$ cat src/rtl/carrier_pkg.sv
package carrier_pkg;
  typedef enum logic {
    PH_LOW  = 1'b0,
    PH_HIGH = 1'b1
  } phase_e;
endpackage

$ cat src/rtl/carrier_counter.sv
module carrier_counter
  import carrier_pkg::*;
#(
  parameter int unsigned CntW = 8
) (
  input  logic            clk_i,
  input  logic            rst_ni,
  input  logic            en_i,
  input  logic            tick_i,
  input  logic [CntW-1:0] cmp_lo_i,
  input  logic [CntW-1:0] cmp_hi_i,
  output logic            carrier_o,
  output logic            rise_o,
  output logic            match_o
);
  localparam logic [CntW-1:0] One = {{(CntW-1){1'b0}}, 1'b1};

  logic [CntW-1:0] cnt_q;
  logic [CntW-1:0] cmp_sel;
  phase_e          phase_q;
  logic            match_q;
  logic            hit;

  always_comb begin
    cmp_sel = (phase_q == PH_LOW) ? cmp_lo_i : cmp_hi_i;
    hit     = (cnt_q == cmp_sel);
  end

  always_ff @(posedge clk_i or negedge rst_ni) begin
    if (!rst_ni) begin
      cnt_q   <= '0;
      phase_q <= PH_LOW;
      match_q <= 1'b0;
    end else if (!en_i) begin
      cnt_q   <= '0;
      phase_q <= PH_LOW;
      match_q <= 1'b0;
    end else begin
      match_q <= tick_i & hit;
      if (tick_i) begin
        if (hit) begin
          cnt_q   <= '0;
          phase_q <= (phase_q == PH_LOW) ? PH_HIGH : PH_LOW;
        end else begin
          cnt_q <= cnt_q + One;
        end
      end
    end
  end

  // carrier equals the phase bit: low phase compares against cmp_lo_i
  assign carrier_o = (phase_q == PH_HIGH);
  assign rise_o    = en_i & tick_i & hit & (phase_q == PH_LOW);
  assign match_o   = match_q;

  p_idle_hold_r1: assert property (@(posedge clk_i) disable iff (!rst_ni)
    !en_i |=> (cnt_q == '0) && (phase_q == PH_LOW) && !match_q);

  p_clear_on_match_r4: assert property (@(posedge clk_i) disable iff (!rst_ni)
    match_q |-> (cnt_q == '0));

  p_toggle_on_match_r4: assert property (@(posedge clk_i) disable iff (!rst_ni)
    match_q |-> (phase_q != $past(phase_q)));

  p_change_needs_match_r3: assert property (@(posedge clk_i) disable iff (!rst_ni)
    ((phase_q != $past(phase_q)) && $past(en_i)) |-> match_q);
endmodule

$ cat src/rtl/pulse_sync.sv
module pulse_sync #(
  parameter int unsigned Stages = 2
) (
  input  logic clk_i,
  input  logic rst_ni,
  input  logic tick_i,
  input  logic async_i,
  output logic pulse_o
);
  // Stages synchronizer flops plus one edge-detect flop, all advancing on ticks
  logic [Stages:0] sh_q;

  always_ff @(posedge clk_i or negedge rst_ni) begin
    if (!rst_ni)     sh_q <= '0;
    else if (tick_i) sh_q <= {sh_q[Stages-1:0], async_i};
  end

  assign pulse_o = tick_i & sh_q[Stages-1] & ~sh_q[Stages];

  p_single_pulse_r5: assert property (@(posedge clk_i) disable iff (!rst_ni)
    pulse_o |=> !pulse_o);
endmodule

$ cat src/rtl/gate_ctrl.sv
module gate_ctrl (
  input  logic clk_i,
  input  logic rst_ni,
  input  logic en_i,
  input  logic xfer_i,
  input  logic buf_i,
  input  logic carrier_i,
  input  logic rise_i,
  output logic out_o
);
  logic gate_q;
  logic pass_q;
  logic gate_nxt;

  // a same-edge transfer wins over the old gate for the starting pulse
  assign gate_nxt = xfer_i ? buf_i : gate_q;

  always_ff @(posedge clk_i or negedge rst_ni) begin
    if (!rst_ni) begin
      gate_q <= 1'b0;
      pass_q <= 1'b0;
    end else if (!en_i) begin
      gate_q <= 1'b0;
      pass_q <= 1'b0;
    end else begin
      gate_q <= gate_nxt;
      if (rise_i) pass_q <= gate_nxt;
    end
  end

  assign out_o = carrier_i & pass_q;

  p_disable_clears_r10: assert property (@(posedge clk_i) disable iff (!rst_ni)
    !en_i |=> !gate_q && !out_o);

  p_no_truncate_r8: assert property (@(posedge clk_i) disable iff (!rst_ni)
    ($past(out_o) && $past(carrier_i) && carrier_i) |-> out_o);

  p_rise_aligned_r7: assert property (@(posedge clk_i) disable iff (!rst_ni)
    (out_o && !$past(out_o)) |-> !$past(carrier_i));
endmodule

$ cat src/rtl/gated_carrier_gen.sv
module gated_carrier_gen #(
  parameter int unsigned CntW       = 8,
  parameter int unsigned SyncStages = 2
) (
  input  logic            clk_i,
  input  logic            rst_ni,
  input  logic            en_i,
  input  logic            tick_i,
  input  logic [CntW-1:0] cmp_lo_i,
  input  logic [CntW-1:0] cmp_hi_i,
  input  logic            gate_buf_i,
  input  logic            ext_pulse_i,
  output logic            carrier_o,
  output logic            gated_o,
  output logic            match_o
);
  logic rise;
  logic xfer;

  carrier_counter #(.CntW(CntW)) u_cnt (
    .clk_i    (clk_i),
    .rst_ni   (rst_ni),
    .en_i     (en_i),
    .tick_i   (tick_i),
    .cmp_lo_i (cmp_lo_i),
    .cmp_hi_i (cmp_hi_i),
    .carrier_o(carrier_o),
    .rise_o   (rise),
    .match_o  (match_o)
  );

  pulse_sync #(.Stages(SyncStages)) u_sync (
    .clk_i  (clk_i),
    .rst_ni (rst_ni),
    .tick_i (tick_i),
    .async_i(ext_pulse_i),
    .pulse_o(xfer)
  );

  gate_ctrl u_gate (
    .clk_i    (clk_i),
    .rst_ni   (rst_ni),
    .en_i     (en_i),
    .xfer_i   (xfer),
    .buf_i    (gate_buf_i),
    .carrier_i(carrier_o),
    .rise_i   (rise),
    .out_o    (gated_o)
  );
endmodule

$ cat config.mk
export PLATFORM = sky130hd
export DESIGN_NAME = gated_carrier_gen
export DESIGN_NICKNAME = d
export VERILOG_FILES = /design/src/rtl/carrier_pkg.sv /design/src/rtl/carrier_counter.sv /design/src/rtl/pulse_sync.sv /design/src/rtl/gate_ctrl.sv /design/src/rtl/gated_carrier_gen.sv
export SDC_FILE = /design/constraint.sdc
export NUM_CORES = 1
export LEC_CHECK = 0
export BUFFER_PORTS_ARGS = -buffer_cell sky130_fd_sc_hd__buf_2
export CAP_MARGIN = 20
export CORE_MARGIN = 1.5
export CORE_UTILIZATION = 45
export DETAILED_ROUTE_END_ITERATION = 10
export GPL_TIMING_DRIVEN = 0
export HOLD_SLACK_MARGIN = 0.02
export PLACE_DENSITY = 0.73
export SLEW_MARGIN = 30
export SYNTH_ARGS = -nofsm -noshare
export SYNTH_HDL_FRONTEND = slang
export SYNTH_HIERARCHICAL = 1
export SYNTH_SLANG_ARGS = --single-unit
$ cat constraint.sdc
create_clock -name clk_i -period 1.8 [get_ports clk_i]
set_clock_uncertainty 0.1 [all_clocks]
set_input_delay 0.27 -clock clk_i [delete_from_list [all_inputs] [get_ports clk_i]]
set_output_delay 0.27 -clock clk_i [all_outputs]
set_load 0.01 [all_outputs]
After elaboration in Yosys (flattened, before gate mapping)
Index checks and enable logic that the tools add are counted.
W data, S select, Z words.
{"block": "word_totals", "inputBits": 22, "elab_cells": 34, "output_inout_bits": 3, "ff_bits": 15}
{"block": "classes", "n_mux": 13, "add_sub_neg": 1, "n_bitwise": 9, "n_eq_ne": 4, "reduce_logical": 1}
{"operator": "$mux W8", "n": 4}
{"operator": "$mux W1", "n": 9}
{"operator": "$add A8 B1 Y8 const B", "n": 1}
{"operator": "$eq A8 B8 Y1", "n": 1}
{"operator": "$and A1 B1 Y1", "n": 7}
{"operator": "$ne A2 B1 Y1 const B", "n": 3}
{"operator": "$not A1 Y1", "n": 2}
{"operator": "$reduce_and A2 Y1", "n": 1}

Longest topological paths before layout
Gate-level depths: netlist (run 1).
{"block": "depth", "depth_word": 6, "mapped_depth": 9, "mapped_depth_nobuf": 7}

By module
The synthesis (run 1) kept the hierarchy.
{"module": "carrier_counter", "n_inst": 1, "cells_each": 68, "seq_area_each_um2": 250.2, "area_per_inst_um2": 695.7}
{"module": "pulse_sync", "n_inst": 1, "cells_each": 7, "seq_area_each_um2": 75.1, "area_per_inst_um2": 118.9}
{"module": "gate_ctrl", "n_inst": 1, "cells_each": 7, "seq_area_each_um2": 50.0, "area_per_inst_um2": 82.6}

Worst setup path after synthesis (run 1)
Ideal clock, no wire load.
{"block": "synth_timing", "path_type": "reg-to-reg", "from": "reg u_cnt.phase_q, in the netlist u_cnt/carrier_o", "to": "reg u_gate.pass_q", "required_ns": 1.623, "setup_ns": 0.077, "arrival_time_ns": 1.927, "path_stages_with_launch": 10, "period_less_slack_ns": 2.105, "path_slack_ns": -0.305, "n_path_buf": 2, "cell_sequence": "dfrtp_1 -> buf_6 -> mux2i_1 -> xnor2_1 -> nor4_2 -> and3_1 -> buf_6 -> nor3b_2 -> o21ai_0 -> a21oi_1"}
{"block": "synth_via", "elab_chain_len": 5, "elab_cells_between_ends": 6, "classes_between": "eq/ne: 2; mux: 1; bitwise: 3"}
{"item": "start, declared", "line_no": "carrier_counter.sv:20", "rtl": "phase_e phase_q;"}
{"item": "start signal, assigned", "line_no": "carrier_counter.sv:43", "rtl": "phase_q <= (phase_q == PH_LOW) ? PH_HIGH : PH_LOW;"}
{"item": "$mux W8", "line_no": "carrier_counter.sv:25", "rtl": "cmp_sel = (phase_q == PH_LOW) ? cmp_lo_i : cmp_hi_i;"}
{"item": "$eq A8 B8 Y1", "line_no": "carrier_counter.sv:26", "rtl": "hit = (cnt_q == cmp_sel);"}
{"item": "$and A1 B1 Y1", "line_no": "carrier_counter.sv:53", "rtl": "assign rise_o = en_i & tick_i & hit & (phase_q == PH_LOW);"}
{"item": "$and A1 B1 Y1 *", "line_no": "carrier_counter.sv:53"}
{"item": "via rise", "line_no": "gated_carrier_gen.sv:17", "rtl": "logic rise;"}
{"item": "$ne A2 B1 Y1 (no line) *"}
{"item": "end signal, assigned", "line_no": "gate_ctrl.sv:27", "rtl": "if (rise_i) pass_q <= gate_nxt;"}
{"item": "end, declared", "line_no": "gate_ctrl.sv:12", "rtl": "logic pass_q;"}
Mark *: on every way through the listed nets, which the timed path passes. The rest lies on a longest branch.
A chain may end at the register's enable or synchronous reset.

Final worst setup path (run 1)
Ends and elaborated chain as after synthesis.

==> results of run 1 <==
-- Yosys cell counts, types with 2 or more instances --
library cell  number
xor2_1             2
dfrtp_1           15
xnor2_1           11
mux2_2             3
nor2_1             2
nor4_2             2
o2111ai_1          2
buf_6              2
and2_1             2
mux2i_1           10
nor3_1             6
a21oi_1            3
nand2_1            7
-- state kept, by name (all words and copies together), names as in the netlist --
register and count:
u_cnt/cnt_q 8, u_cnt/match_o 1, u_cnt/carrier_o 1, u_gate/pass_q 1, u_sync/sh_q 3, u_gate/gate_q 1
-- logic make-up (layout without fill, tap and decap cells) --
logic type | after synthesis | count (layout)
AND/OR/NAND/NOR | 26 | 26
flip-flops | 15 | 15
XOR/XNOR | 13 | 13
multiplexers | 13 | 13
AO/OA/AOI/OAI | 10 | 10
buffers and inverters | 4 | 38
adder cells (fa/ha/maj) | 1 | 1
-- worst register-to-register path: stages, from the launching register on --
cell and delay, ns:
dfrtp_1 0.40, buf_6 0.17, mux2i_2 0.23, xnor2_1 0.10, nor4_2 0.34, and3_4 0.25
nor3b_4 0.19, o21ai_1 0.08, a21oi_1 0.11
-- stage by stage --
| stage | setup TNS (ns) | instances | hold slack (ns) | worst slack, ns | instance area [um2] |
|---|---|---|---|---|---|
| final | -0.9542 | 141 | 0.1157 | -0.2188 | 1147 |
| after global routing | -2.307 | 141 | 0.1042 | -0.3992 | 1147 |
| after CTS | -1.489 | 142 | 0.1040 | -0.2703 | 1142 |
| after detailed placement | -2.419 | 131 | 0.09626 | -0.5113 | 1049 |
| after global placement | -1.796 | 131 | 0.08877 | -0.4504 | 1049 |
| after floorplan | -0.7600 | 82 | -0.1256 | -0.3046 | 897.1 |
-- layout make-up --
cell class | instances | share of cell area (%)
well taps | 25 | 2.726
inverters | 2 | 0.6543
clock buffers | 3 | 1.963
multi-input cells | 63 | 44.93
flip-flops and latches | 15 | 32.72
clock inverters | 1 | 0.4362
repair buffers | 31 | 15.59
plain buffers | 1 | 0.9815
-- power by group through the flow --
stage                     clock network (mW)  logic [mW]  registers [mW]
after floorplan                            0      0.0534           0.366
after detailed placement                   0      0.0936           0.369
final                                  0.190       0.100           0.362
after CTS                              0.200      0.0994           0.362
after global placement                     0      0.0911           0.368
after global routing                   0.214       0.112           0.364
-- repair_timing --
action | CTS | global route
hold buffers | 1 | 0
gates resized for setup | 3 | 4
cloned | 0 | 0
endpoints found under the setup margin | 11 | 11
endpoints found under the hold margin | 15 | 0
setup buffers | 9 | 0
pin swaps | 6 | 2
-- per-layer routing --
metal	global-route usage [%]	vias up	share of wire (%)
met4	8.108	0	0.70
met2	28.92	22	45
met1	25.24	335	49
li1	-	360	-
met5	0	-	0
met3	2.264	2	5.6
-- how the worst max path moves through the flow --
stage / start / to / slack [ns] / cells past startpoint
2_1_floorplan: u_cnt/carrier_o / u_gate/pass_q / -0.30 / 9
3_3_place_gp: u_cnt/carrier_o / u_gate/pass_q / -0.45 / 9
3_5_place_dp: u_cnt/carrier_o / u_gate/pass_q / -0.51 / 9
4_1_cts: u_cnt/carrier_o / u_gate/pass_q / -0.27 / 9
5_1_grt: u_cnt/carrier_o / u_gate/pass_q / -0.40 / 8
6_report: u_cnt/carrier_o / u_gate/pass_q / -0.22 / 8
==> flow_summary.ini, run 1 <==
[route]
routed_wl_um = 1725
drt_iter0_markers = 4
antenna_left = 0
drt_pass1_iterations = 4
routedWlPerCell_um = 12.23
avgViaCountPerCell = 5.099
vias = 719
drc = 0

[global_route]
grt_max_degree = 16
antenna_found_initial = 0
grt_first_pass_wirelength_um = 2870
grt.overflow.total = 0
grt_usage_pct = 18.30
grt_pass1_vias = 693

[clocking]
cts-root-buf = clkbuf_4
clock_path_buffers = 2
cts_sinks = 15
cts_tree = yes
cts_max_level = 1
clk_pin_slew_ns = 0.09
clk_latency_ns = 0.28
cts_buffers = 3

[synth]
ys_async_sr_fraction_pct = 100.0
synth_cell_types = 28
yosysSeqAreaShare_pct = 41.84
synth_area_leaders = dfrtp_1 (42%), mux2i_1 (11%), xnor2_1 (11%), mux2_2 (3.8%), nor3_1 (3.3%)
synth_top_area_cell = dfrtp_1
synth.avg_cell_area_um2 = 10.94
synth_edf_count = 0
netlist_instances = 82
synthMuxAreaShare_pct = 14.92
synth-main-ff-cell = dfrtp_1
synth-compound-area-share_pct = 8.089
synth_top_cell_area_share_pct = 41.84
syn_area_um2 = 897.1
ys.warnings.count = 6
synthAdderAreaFrac_pct = 1.395
yosys.area_share.simple_pct = 17.71
synth.ff_latch_count = 15
synth_top_family_by_area = simple AND/OR/NAND/NOR gates
synthXorXnorAreaFrac_pct = 12.69
syn-num-nets = 105

[floorplanning]
num_rows = 15
fp.dieH_um = 47.65
die-area_mm2 = 0.002271
die_w_um = 47.65
initial_core_util_pct = 49.79
ioPinCount = 25
core_mm2 = 0.001802

[finish]
final_common_cell = buf_2
layout_common_cells = buf_2 (24), dfrtp_1 (15), xnor2_1 (11)
nFillCells = 175
drive_above_1_share_pct = 42.24
nNetsFinal = 140
antennaDiodeCount = 0
seqCellArea_um2 = 375.4
syn_to_final_growth_pct = 27.89
multi_input_area_um2 = 515.5
utilization_pct = 63.68

[pwr]
ir_drop_uv = 457.4
p_leak_nw = 0.4993
comb_power_share_pct = 15.4
total_power_uw = 652.8
swShare_pct = 25.16
power_frac_seq_pct = 55.5
powerDensity_mw_per_mm2 = 569.0
p_int_uw = 488.5
switching_power_uw = 164.3
clkPwrFrac_pct = 29.1

[min_path]
min-delay-start = ext_pulse_i
hold_end = u_sync/sh_q[0]
worstHoldPathCells = 2
hp-class = input pin to flop

[worst_setup_path]
reg2regPathDepth = 8
worst_ep_arrival_time_ns = 2.13
r2r-start = u_cnt/carrier_o
critPathBufInv = 1
cp_cell_sequence = buf_6 > mux2i_2 > xnor2_1 > nor4_2 > and3_4 > nor3b_4 > o21ai_1 > a21oi_1
worstSetupPathType = flop to flop
cpLargestDelayFamily = simple AND/OR/NAND/NOR gates
r2r-end = u_gate/pass_q
startpoint_type = flop
slowest_stage = dfrtp_1
critical_path.max_fanout = 8
critical_path.max_stage_delay_ns = 0.40
critical_path_required_ns = 1.91
end_kind = flop
worst-r2r-setup-slack_ns = -0.22

[timing]
fin_ws_ns = -0.2188
max_slew_margin_pct = 77.29
setup_viol = 10
fin_crit_ns = 2.019
post-route-period-util_pct = 112.2
rsz0062_at_grt = yes
clock.fmax_ghz = 0.4953
finalMaxSlewViolations = 0
worst_pin_slew_ns = 0.3407
hold_viol = 0

[placement]
dp_hpwl_um = 1246
portBuffers = 24
gp_congestion = 0.7195

[run_status]
status = complete, but fails checks
violations = negative setup slack

[job]
max_cap_violations = 0
No activity file was read; power rests on OpenSTA's default activity.
==> inputs of run 2 (changes only) <==
CORE_MARGIN = 2   (was 1.5)
==> run 2 against run 1 <==
Net effect: the run still ends with negative setup slack left; final cell count up 4.3%; routed wire length up 13%; global-route usage down 0.45 points; via count up 6.0%; cell area up 3.2%; first-iteration DRC count rose to 4.0 times the previous value; combinational power about the same; clock power about the same; register-to-register slack worse by 0.05 ns; clock-buffer cell count unchanged; fmax down 2.5%; die area up 4.2%; critical path type unchanged; largest power group unchanged; highest routed layer unchanged.
==> flow_summary.ini, run 2 (same netlist as run 1, synthesis figures left out) <==
[clocking]
clk_latency_ns = 0.28
cts_max_level = 1
cts_tree = yes
cts_buffers = 3
clock_path_buffers = 2
cts-root-buf = clkbuf_4
cts_sinks = 15
clk_pin_slew_ns = 0.09

[finish]
layout_common_cells = buf_2 (24), dfrtp_1 (15), xnor2_1 (11)
nFillCells = 172
syn_to_final_growth_pct = 31.94
top_register = u_cnt/cnt_q
drive_above_1_share_pct = 43.33
largest_reg_flops = 8
multi_input_area_um2 = 519.2
seqCellArea_um2 = 375.4
stdcell_area_mm2 = 0.001184
stdcell_count = 147
nNetsFinal = 144
antennaDiodeCount = 0
final_common_cell = buf_2
reg_top3 = u_cnt/cnt_q (8), u_sync/sh_q (3)

[min_path]
hp-class = input pin to flop

[worst_setup_path]
critical_path_required_ns = 1.91
worstSetupPathType = flop to flop
critical_path.max_fanout = 6
critical_path.max_stage_delay_ns = 0.39
worst_ep_arrival_time_ns = 2.18
end_kind = flop
cpLargestDelayFamily = simple AND/OR/NAND/NOR gates
slowest_stage = dfrtp_1
cp_cell_sequence = buf_6 > buf_4 > mux2i_1 > xnor2_1 > nor4_2 > and3_1 > nor3b_4 > o21ai_1 > a21oi_1
critPathBufInv = 2
startpoint_type = flop

[pwr]
ir_drop_uv = 401.0
total_power_uw = 657.9
comb_power_share_pct = 15.7
p_leak_nw = 0.5223
power_frac_seq_pct = 55.1
swShare_pct = 25.64
p_int_uw = 489.2
switching_power_uw = 168.7
clkPwrFrac_pct = 29.2
powerDensity_mw_per_mm2 = 555.8

[global_route]
grt_first_pass_wirelength_um = 3277
antenna_found_initial = 0
grt_max_degree = 16
grt_usage_pct = 17.86
grt_pass1_vias = 757
grt.overflow.total = 0

[timing]
fin_ws_ns = -0.2698
rsz0062_at_grt = yes
setup_viol = 11
hold_viol = 0
fin_crit_ns = 2.070
finalMaxSlewViolations = 0
worst_pin_slew_ns = 0.3693
max_slew_margin_pct = 75.36
clock.fmax_ghz = 0.4831
post-route-period-util_pct = 115.0

[route]
routed_wl_um = 1943
drc = 0
drt_iter0_markers = 16
antenna_left = 0
avgViaCountPerCell = 5.184
routedWlPerCell_um = 13.22
vias = 762
drt_pass1_iterations = 4

[placement]
dpl_cell_area_mm2 = 0.001051
dp_cells = 133
gp_congestion = 0.8062
dp_hpwl_um = 1273
portBuffers = 24

[floorplanning]
core_mm2 = 0.001922
die_w_um = 48.65
die-area_mm2 = 0.002367
fp.dieH_um = 48.65
initial_core_util_pct = 46.68
ioPinCount = 25
num_rows = 16

[run_status]
violations = negative setup slack
status = complete, but fails checks

[job]
max_cap_violations = 0
-- run 2: metal layers --
layer / share of wire, % / vias to the layer above / global-route usage [%]
met5: 0 / - / 0
met3: 5.6 / 2 / 3.704
met2: 51 / 22 / 31.74
li1: - / 367 / -
met1: 43 / 371 / 22.09
met4: 0.72 / 0 / 4.286
-- run 2: area by class of cell --
type                            instances  area share (%)
Tap cell                               27           2.854
Clock inverter                          1          0.4228
Clock buffer                            3           1.903
Multi-Input combinational cell         63           43.87
Sequential cell                        15           31.71
Timing Repair Buffer                   35           17.65
Inverter                                2          0.6342
Buffer                                  1          0.9514
-- run 2: stage by stage --
stage	setup WS [ns]	util (%)	TNS (ns)	hold WS, ns
floorplan	-0.3046	-	-0.7600	-0.1256
finish	-0.2698	61.59	-1.577	0.1220
global placement	-0.4288	54.69	-1.702	0.08787
global route	-0.4288	61.59	-3.106	0.1062
CTS	-0.2352	60.03	-1.186	0.1147
detailed placement	-0.5117	54.69	-2.567	0.08959
-- run 2: path summary, 6_finish.rpt --
check	slack [ns]	from	depth (start not counted)	to
worst min-delay path	0.12	ext_pulse_i	2	u_sync/sh_q[0]
max in group asynchronous	1.05	rst_ni	2	u_cnt/carrier_o
min in group asynchronous	0.30	rst_ni	2	u_cnt/cnt_q[0]
worst max register to register	-0.27	u_cnt/carrier_o	9	u_gate/pass_q
worst min register to register	0.41	u_sync/sh_q[2]	1	u_sync/sh_q[2]
worst max-delay path	-0.27	u_cnt/carrier_o	9	u_gate/pass_q
-- run 2: power groups by stage --
stage	clock [mW]	combinational (mW)	sequential, mW
global placement	0	0.0902	0.368
finish	0.192	0.103	0.363
detailed placement	0	0.0929	0.369
global route	0.223	0.115	0.365
floorplan	0	0.0534	0.366
CTS	0.199	0.102	0.363
-- run 2: timing repair --
action	CTS	global route
hold buffers	1	0
resized for setup	4	3
pin swaps	5	6
setup buffers	6	4
endpoints found under the hold margin	15	0
setup endpoints to repair	11	11
